### src/rtl/iup_pkg.sv
package iup_pkg;

    typedef enum logic [1:0] {
        ST_IDLE  = 2'd0,
        ST_FILL  = 2'd1,
        ST_DRAIN = 2'd2
    } iup_state_e;

    localparam int LANES = 4;

endpackage

### src/rtl/iup_lane_unpack.sv
module iup_lane_unpack #(
    parameter int SW = 7
) (
    input  logic [SW-1:0] wr_pos,
    input  logic [SW-1:0] budget,
    output logic [3:0]    lane_en,
    output logic [2:0]    adv
);
    localparam int PW = SW + 1;

    always_comb begin
        adv = '0;
        for (int k = 0; k < iup_pkg::LANES; k++) begin
            lane_en[k] = ({1'b0, wr_pos} + PW'(k)) < {1'b0, budget};
            adv        = adv + {2'b00, lane_en[k]};
        end
    end
endmodule

### src/rtl/iup_stage_buf.sv
module iup_stage_buf #(
    parameter int DEPTH = 64,
    parameter int SW    = 7
) (
    input  logic          clk,
    input  logic          rst_n,
    input  logic          clr,
    input  logic [3:0]    lane_wr,
    input  logic [SW-1:0] wr_base,
    input  logic [31:0]   wr_word,
    input  logic [SW-1:0] rd_idx,
    output logic [7:0]    rd_byte
);
    localparam int PW = SW + 1;
    localparam int IW = (DEPTH > 1) ? $clog2(DEPTH) : 1;

    logic [7:0]    mem_q [DEPTH];
    logic [7:0]    mem_d [DEPTH];
    logic [PW-1:0] pos;

    always_comb begin
        mem_d = mem_q;
        pos   = '0;
        if (clr) begin
            for (int i = 0; i < DEPTH; i++) mem_d[i] = 8'h00;
        end else begin
            for (int k = 0; k < iup_pkg::LANES; k++) begin
                pos = {1'b0, wr_base} + PW'(k);
                if (lane_wr[k] && (pos < PW'(DEPTH)))
                    mem_d[pos[IW-1:0]] = wr_word[8*k +: 8];
            end
        end
    end

    always_ff @(posedge clk) begin
        if (!rst_n) mem_q <= '{default: 8'h00};
        else        mem_q <= mem_d;
    end

    assign rd_byte = (rd_idx < SW'(DEPTH)) ? mem_q[rd_idx[IW-1:0]] : 8'h00;
endmodule

### src/rtl/iup_walker.sv
module iup_walker #(
    parameter int CW = 8
) (
    input  logic [CW-1:0] cur_x,
    input  logic [CW-1:0] cur_y,
    input  logic [CW-1:0] lim_x,
    input  logic [CW-1:0] lim_y,
    input  logic [CW-1:0] first_x,
    output logic          in_rect,
    output logic [CW-1:0] nxt_x,
    output logic [CW-1:0] nxt_y,
    output logic          nxt_in_rect
);
    logic [CW:0] x_inc;
    logic        row_end;

    always_comb begin
        in_rect     = (cur_x < lim_x) && (cur_y < lim_y);
        x_inc       = {1'b0, cur_x} + 1'b1;
        row_end     = x_inc >= {1'b0, lim_x};
        nxt_x       = row_end ? first_x : x_inc[CW-1:0];
        nxt_y       = row_end ? cur_y + 1'b1 : cur_y;
        nxt_in_rect = (nxt_x < lim_x) && (nxt_y < lim_y) && !(row_end && (cur_y == {CW{1'b1}}));
    end
endmodule

### src/rtl/inline_upload_packer.sv
module inline_upload_packer #(
    parameter int DEPTH = 64,
    parameter int AW    = 32,
    parameter int CW    = 8,
    parameter int CSW   = 16
) (
    input  logic          clk,
    input  logic          rst_n,
    input  logic          cfg_arm,
    input  logic [AW-1:0] cfg_base,
    input  logic [CSW-1:0] cfg_size,
    input  logic [CW-1:0] cfg_width,
    input  logic [CW-1:0] cfg_height,
    input  logic [CW-1:0] cfg_start_x,
    input  logic [CW-1:0] cfg_start_y,
    input  logic          cfg_tiled,
    input  logic          arg_valid,
    input  logic [31:0]   arg_data,
    input  logic          arg_last,
    output logic          arg_ready,
    output logic          busy,
    output logic          size_err,
    output logic [CW-1:0] tile_x,
    output logic [CW-1:0] tile_y,
    input  logic [AW-1:0] tile_off,
    output logic          wr_valid,
    output logic [AW-1:0] wr_addr,
    output logic [7:0]    wr_data,
    input  logic          wr_ready
);
    import iup_pkg::*;

    localparam int SW = $clog2(DEPTH + 1);

    typedef struct packed {
        iup_state_e    st;
        logic [SW-1:0] wp;
        logic [SW-1:0] rp;
        logic [SW-1:0] size;
        logic [AW-1:0] base;
        logic [CW-1:0] wid;
        logic [CW-1:0] hgt;
        logic [CW-1:0] sx;
        logic [CW-1:0] sy;
        logic [CW-1:0] x;
        logic [CW-1:0] y;
        logic          tiled;
        logic          err;
    } ctl_t;

    ctl_t ctl_q, ctl_d;

    logic [3:0]    lane_en, lane_wr;
    logic [2:0]    adv;
    logic          buf_clr;
    logic [7:0]    rd_byte;
    logic          in_rect, nxt_in_rect;
    logic [CW-1:0] x_nx, y_nx;
    logic          drain_more;
    logic          over;

    iup_lane_unpack #(.SW(SW)) u_lanes (
        .wr_pos  (ctl_q.wp),
        .budget  (ctl_q.size),
        .lane_en (lane_en),
        .adv     (adv)
    );

    iup_stage_buf #(.DEPTH(DEPTH), .SW(SW)) u_buf (
        .clk     (clk),
        .rst_n   (rst_n),
        .clr     (buf_clr),
        .lane_wr (lane_wr),
        .wr_base (ctl_q.wp),
        .wr_word (arg_data),
        .rd_idx  (ctl_q.rp),
        .rd_byte (rd_byte)
    );

    iup_walker #(.CW(CW)) u_walk (
        .cur_x       (ctl_q.x),
        .cur_y       (ctl_q.y),
        .lim_x       (ctl_q.wid),
        .lim_y       (ctl_q.hgt),
        .first_x     (ctl_q.sx),
        .in_rect     (in_rect),
        .nxt_x       (x_nx),
        .nxt_y       (y_nx),
        .nxt_in_rect (nxt_in_rect)
    );

    always_comb begin
        ctl_d      = ctl_q;
        buf_clr    = 1'b0;
        lane_wr    = '0;
        over       = cfg_size > CSW'(DEPTH);
        drain_more = (ctl_q.rp < ctl_q.size) && (!ctl_q.tiled || in_rect);
        case (ctl_q.st)
            ST_IDLE, ST_FILL: begin
                if (cfg_arm) begin
                    ctl_d.st    = ST_FILL;
                    ctl_d.wp    = '0;
                    ctl_d.rp    = '0;
                    ctl_d.size  = over ? SW'(DEPTH) : SW'(cfg_size);
                    ctl_d.err   = over;
                    ctl_d.base  = cfg_base;
                    ctl_d.wid   = cfg_width;
                    ctl_d.hgt   = cfg_height;
                    ctl_d.sx    = cfg_start_x;
                    ctl_d.sy    = cfg_start_y;
                    ctl_d.tiled = cfg_tiled;
                    buf_clr     = 1'b1;
                end else if ((ctl_q.st == ST_FILL) && arg_valid) begin
                    lane_wr  = lane_en;
                    ctl_d.wp = ctl_q.wp + SW'(adv);
                    if (arg_last) begin
                        ctl_d.st = ST_DRAIN;
                        ctl_d.rp = '0;
                        ctl_d.x  = ctl_q.sx;
                        ctl_d.y  = ctl_q.sy;
                    end
                end
            end
            ST_DRAIN: begin
                if (!drain_more) begin
                    ctl_d.st = ST_IDLE;
                end else if (wr_ready) begin
                    ctl_d.rp = ctl_q.rp + 1'b1;
                    if (ctl_q.tiled) begin
                        ctl_d.x = x_nx;
                        ctl_d.y = y_nx;
                    end
                    if (((ctl_q.rp + 1'b1) >= ctl_q.size) || (ctl_q.tiled && !nxt_in_rect))
                        ctl_d.st = ST_IDLE;
                end
            end
            default: ctl_d.st = ST_IDLE;
        endcase
    end

    always_ff @(posedge clk) begin
        if (!rst_n) ctl_q <= '0;
        else        ctl_q <= ctl_d;
    end

    assign arg_ready = (ctl_q.st != ST_DRAIN);
    assign busy      = (ctl_q.st == ST_DRAIN);
    assign size_err  = ctl_q.err;
    assign tile_x    = ctl_q.x;
    assign tile_y    = ctl_q.y;
    assign wr_valid  = busy && drain_more;
    assign wr_data   = rd_byte;
    assign wr_addr   = ctl_q.tiled ? (ctl_q.base + tile_off) : (ctl_q.base + AW'(ctl_q.rp));

    AST_BUSY_AFTER_LAST: assert property (@(posedge clk) disable iff (!rst_n)
        $rose(busy) |-> $past(arg_valid && arg_last));
    AST_NO_ARG_WHILE_BUSY: assert property (@(posedge clk) disable iff (!rst_n)
        busy |-> !arg_ready);
    AST_STALL_HOLD: assert property (@(posedge clk) disable iff (!rst_n)
        wr_valid && !wr_ready |=> wr_valid && $stable(wr_data) && $stable(tile_x) && $stable(tile_y));
    AST_PTR_IN_BUDGET: assert property (@(posedge clk) disable iff (!rst_n)
        ctl_q.wp <= ctl_q.size);
    AST_SIZE_CLAMPED: assert property (@(posedge clk) disable iff (!rst_n)
        ctl_q.size <= SW'(DEPTH));
    AST_UNARMED_IGNORED: assert property (@(posedge clk) disable iff (!rst_n)
        (ctl_q.st == ST_IDLE) && !cfg_arm |=> !busy);
    AST_TILE_IN_RECT: assert property (@(posedge clk) disable iff (!rst_n)
        wr_valid && ctl_q.tiled |-> (tile_x < ctl_q.wid) && (tile_y < ctl_q.hgt));
endmodule

### config.mk
export PLATFORM = sky130hd
export DESIGN_NAME = inline_upload_packer
export DESIGN_NICKNAME = d
export VERILOG_FILES = /design/src/rtl/iup_pkg.sv /design/src/rtl/iup_lane_unpack.sv /design/src/rtl/iup_stage_buf.sv /design/src/rtl/iup_walker.sv /design/src/rtl/inline_upload_packer.sv
export SDC_FILE = /design/constraint.sdc
export NUM_CORES = 2
export LEC_CHECK = 0
export BUFFER_PORTS_ARGS = -buffer_cell sky130_fd_sc_hd__buf_2
export CAP_MARGIN = 20
export CORE_ASPECT_RATIO = 0.5
export CORE_UTILIZATION = 30
export DETAILED_ROUTE_END_ITERATION = 7
export PLACE_DENSITY_LB_ADDON = 0.2
export SETUP_SLACK_MARGIN = 0.2
export SLEW_MARGIN = 10
export SYNTH_ARGS = -nofsm -noshare
export SYNTH_HDL_FRONTEND = slang
export SYNTH_SLANG_ARGS = --single-unit
### constraint.sdc
create_clock -name clk -period 6.4 [get_ports clk]
set_input_delay 1.28 -clock clk [delete_from_list [all_inputs] [get_ports clk]]
set_output_delay 1.28 -clock clk [all_outputs]
set_load 0.05 [all_outputs]
---- Yosys cells after proc, flatten, opt, wreduce, memory -nomap -nowiden ----
Cells that the tools add are included.
word-level totals
  bits in registers ....................... 617
  latch bits .............................. 0
  memories kept ........................... 0
  input bits .............................. 151
  memory bits (read-only) ................. 0
  logic and storage cells ................. 216
  output and inout bits ................... 60
  bits in writable memories ............... 0
cells by class
  equality and inequality tests ........... 14
  add/sub/neg operators ................... 12
  bitwise gates (word level) .............. 6
  div/mod/pow operators ................... 0
  shift operators ......................... 0
  magnitude comparators ................... 26
  $mul .................................... 0
  reductions and logical operators ........ 31
  multiplexer cells ....................... 50
operators by type and width
  kind                   number
  $mux W512              7
  $bwmux W512            4
  $demux W8 S6           4
  $mux W16               8
  $mux W8                9
  $bmux W8 S6            1
  $ge A7 B7 Y1 const B   5
  $not A6 Y7             5
  $add A32 B32 Y32       1
  $add A32 B7 Y32        1
  $lt A8 B8 Y1           4
  $mux W32               1
  $pmux W16 S2           1
  $lt A7 B1 Y1 const B   4
  $mux W7                4
  $lt A8 B7 Y1           3
  $lt A8 B7 Y1 const B   3
  $add A7 B2 Y8 const B  2
  $gt A16 B7 Y1 const B  1
  $logic_and A1 B1 Y1    16
  $lt A7 B7 Y1           2
  $lt A7 B7 Y1 const B   2
  $pmux W7 S2            1
  $mux W4                3
  29 further kinds       47

---- Depth between registers and ports, before layout ----
  depth in word-level cells ............... 16
  depth in mapped cells ................... 21
  mapped depth without buffers ............ 18

---- Modules after synthesis ----
A second synthesis with hierarchy kept.
unflattened totals
  cells, all modules ...................... 6123
  area total of the unflattened synthesis .. 48175.0 um2
by module, submodules not included
  module                area each (um2)  seq. area each (um2)  cells each  times used
  iup_stage_buf         39490.4          10249.8               5000        1
  inline_upload_packer  6560.0           2102.0                863         1
  iup_walker            1219.9           0.0                   151         1
  iup_lane_unpack       904.6            0.0                   109         1

---- Worst setup path after synthesis ----
No wires, ideal clock.
  kind .................................... flip-flop to output port
  start point ............................. register ctl_q[89] (netlist name)
  end point ............................... output port wr_addr[28]
  arrival time ............................ 5.927 ns
  data required time ...................... 5.120 ns
  path slack .............................. -0.807 ns
  stages on the path, launching flop included .. 17
  path buffers ............................ 3
  cell sequence ........................... dfxtp_1 -> clkbuf_1 -> clkbuf_1 -> clkbuf_1 -> inv_1 -> o21ai_0 -> ha_1 -> inv_1 -> fa_1 -> nor2b_1 -> o31a_1 -> o311ai_0 -> a21oi_1 -> a31oi_1 -> o21ai_0 -> mux2i_1 -> a2111oi_0
between the ends
  cells in the longest elaborated chain, start to end .. 2
RTL lines
  what                      RTL line                     RTL
  start: declaration        inline_upload_packer.sv:51   ctl_t ctl_q, ctl_d;
  start signal: assignment  inline_upload_packer.sv:143  else ctl_q <= ctl_d;
  $add A32 B7 Y32           inline_upload_packer.sv:153  assign wr_addr = ctl_q.tiled ? (ctl_q.base + tile_off) : (ctl_q.base + AW'(ctl_q.rp));
  $mux W32                  inline_upload_packer.sv:153
  end: declaration          inline_upload_packer.sv:27   output logic [AW-1:0] wr_addr,
Every way passes these cells.

---- Final worst setup path ----
  start point ............................. input port tile_off[0]
  end point ............................... output port wr_addr[30]
between the ends
  cells in the longest elaborated chain, start to end .. 2
RTL lines
  what                RTL line                     RTL
  start: declaration  inline_upload_packer.sv:25   input logic [AW-1:0] tile_off,
  $add A32 B32 Y32    inline_upload_packer.sv:153
  $mux W32            inline_upload_packer.sv:153
Every way passes these cells.

==> reports/qor.yml <==
outcome:
  status: "complete, no violations"
timing:
  fin_skew_ps: 36.4
  post-route-min-period_ps: 5850
  whs_ps: 455
  slew_headroom_pct: 12.3
  tns_ps: 0
  rsz0062_at_grt: "no"
  fmax_ghz: 0.171
  hold_violations: 0
  drv_slew: 0
  finalCritPeriodShare_pct: 91.4
  worst_slew_pin_slew_ps: 1310
  setup_violations: 0
  setup_slack_ps: 551
layout:
  fin_area_mm2: 0.0535
  finalNetCount: 6062
  multi_input_area_mm2: 0.0331
  nFillCells: 16300
  area_delta_synth_final_pct: 11.6
  drive_above_1_share_pct: 15.2
  register_area_mm2: 0.0124
clock_tree:
  cts_made_buffers: 74
  cts_hold_buf: 0
  postCtsSetupBuffers: 0
  cts_tree: "yes"
  clock_sinks: 617
  clkTransAtPathRegs_ps: 60
  cts_root_buf: "clkbuf_16"
  post_cts_resized: 0
  clk_path_buf_depth: 3
  insertion_delay_ps: 710
  h-tree-depth: 3
grt:
  antenna_found_initial: 11
  grt_pass1_wl_um: 356000
  track_usage_pct: 29.5
  globalRouteOverflowTotal: 0
  met1_usage_pct: 38.1
  grt_max_degree: 173
  use_met2_pct: 44.1
  busiest_layer: "met2"
  first_global_vias: 48800
  met3_usage_pct: 8.99
placement:
  port_buffers: 210
  globalplace.congestion: 0.988
  place_worst_setup_slack_ps: 554
  hpwl_um: 155000
  dpl_cell_area_mm2: 0.0508
floorplanning:
  fp.dieArea_mm2: 0.162
  start_util_pct: 30.3
  core_area_mm2: 0.158
  die_x_um: 568
  row_count: 103
  die_y_um: 285
  io_pins: 211
power:
  vdd_drop_max_mv: 0.201
  p_per_area_mw_per_mm2: 181
  power_leakage_uw: 0.0171
  fin_total_pwr_uw: 9700
worst_setup_path:
  cp-startpoint: "tile_off[0]"
  path_max_fanout: 4
  rr_worst_depth: 18
  worst-endpoint-required_ps: 5120
  r2r-end: "ctl_q[102]$_SDFFE_PN0P_"
  crit_path_end_kind: "output pin"
  max_stage_delay_ps: 590
  reg2reg_slack_ps: 820
  crit_chain: "buf_2 -> nand2_1 -> o21ai_0 -> ha_1 -> inv_1 -> fa_1 -> nor2b_1 -> o31a_1 -> o311ai_0 -> a21oi_1 -> a31oi_1 -> o21ai_0 -> buf_4 -> or4_1 -> and4_1 -> buf_2"
  crit_path_end: "wr_addr[30]"
  startpoint_type: "input port"
  slowest_stage: "o311ai_0"
  crit_type: "in -> out"
  crit_arrival_ps: 4570
  r2r-start: "ctl_q[97]$_SDFFE_PN0P_"
logic_synthesis:
  yosys_warnings: 0
  yosysSeqAreaShare_pct: 25.7
  netlist.area_leader.share_pct: 25.7
  synth_area_leaders: "dfxtp_1 (26%), a211oi_1 (14%), mux2i_1 (11%)"
  ys_ff_latch: 617
  synth_common_cells: "a211oi_1 (907), nor2_1 (804), dfxtp_1 (617)"
  synthArstFlopShare_pct: 0
  yosysTopAreaCell: "dfxtp_1"
  synth_cells: 5931
  syn-cell-area_mm2: 0.0480
  mappedNetlistNets: 6206
  synth_edf_count: 0
  synth_ff_type: "dfxtp_1"
  synth_most_common_cell: "a211oi_1"
  syn_avg_cell_area_um2: 8.09
  synth.distinct_cells: 88
drt:
  drc_errors: 0
  antenna_left: 0
  drt-vias-per-instance: 6.51
  via_count: 51800
  drt_iter0_drc: 6642
  first_pass_iters: 8
  wl_per_cell_um: 31.3
  wl_um: 249000
worst_hold_path:
  timing.hold.worst.class: "reg -> reg"
job:
  maxCapViolations: 0
==> critical path: cells and delay by family <==
kind            cells  cell delay, ps
compound gates      6            1560
fa+ha+maj           2             440
buf+inv             4             570
simple gates        4             690
==> state kept, by name, summed over array words and instances (netlist names) <==
signal and cells:
u_buf.mem_q 512, ctl_q 88, tile_x 8, tile_y 8
size_err 1
==> worst min-delay path by stage <==
stage	start	to	slack, ps	cells after the start
final	ctl_q[45]$_SDFFE_PN0P_	ctl_q[45]$_SDFFE_PN0P_	460	2
after global routing	ctl_q[45]$_SDFFE_PN0P_	ctl_q[45]$_SDFFE_PN0P_	470	2
after floorplan	ctl_q[25]$_SDFFE_PN0P_	ctl_q[25]$_SDFFE_PN0P_	430	2
after CTS	ctl_q[46]$_SDFFE_PN0P_	ctl_q[46]$_SDFFE_PN0P_	460	2
after detailed placement	ctl_q[46]$_SDFFE_PN0P_	ctl_q[46]$_SDFFE_PN0P_	450	2
after global placement	ctl_q[44]$_SDFFE_PN0P_	ctl_q[44]$_SDFFE_PN0P_	450	2
==> report_power, final <==
part / switching [uW] / leakage, uW / internal [uW]
registers: 24.7 / 0.00498 / 3870
logic: 1010 / 0.0109 / 238
clock network: 1970 / 0.00122 / 2600
total: 3000 / 0.0171 / 6710
==> cells by family (layout without fill, tap and decap cells) <==
logic type / count (synthesis) / after routing / synth area share (%)
buf+inv: 688 / 599 / 5.70
compound gates: 1816 / 1816 / 26.6
flops: 617 / 617 / 25.7
fa+ha+maj: 124 / 124 / 3.28
simple gates: 1922 / 1922 / 18.4
mux: 706 / 706 / 19.1
xor+xnor: 58 / 58 / 1.12
other cells: 0 / 13 / 0
==> stage by stage <==
stage / util [%] / std cells
after floorplan: - / 5931
after detailed placement: 32.1 / 7790
after CTS: 33.7 / 7921
after global routing: 33.8 / 7945
final: 33.8 / 7955
after global placement: 32.1 / 7779
==> cell type report <==
type | count | area share, %
Multi-Input combinational cell | 4626 | 61.8
Antenna cell | 13 | 0.0608
Clock buffer | 108 | 4.14
Tap cell | 2100 | 4.91
Sequential cell | 617 | 23.1
Inverter | 60 | 0.423
Timing Repair Buffer | 408 | 5.14
Clock inverter | 23 | 0.493
==> placed cells by master (no fill, tap or decap), types with 15 or more instances in the layout <==
| master | instances |
|---|---|
| nand4_1 | 64 |
| xnor2_1 | 34 |
| a21oi_1 | 503 |
| mux2i_1 | 528 |
| nand3_1 | 141 |
| inv_1 | 50 |
| nor2b_1 | 18 |
| nor3_1 | 476 |
| buf_2 | 186 |
| a211oi_4 | 28 |
| o21ai_0 | 180 |
| nor2_1 | 799 |
| a31oi_1 | 18 |
| mux4_2 | 168 |
| a211oi_2 | 77 |
| dfxtp_1 | 613 |
| clkbuf_16 | 78 |
| a21o_1 | 20 |
| buf_4 | 203 |
| xor2_1 | 20 |
| ha_1 | 121 |
| nand2_1 | 276 |
| clkbuf_1 | 15 |
| a211oi_1 | 899 |
| and2_1 | 45 |
| clkbuf_8 | 16 |
==> routing by layer <==
metal  up-vias  share of wire [%]
li1      22100                  -
met1     25300                 40
met2      3549                 42
met3       858                 12
met4        18                6.1
met5         -              0.047
Power figures use the tool's default switching activity.
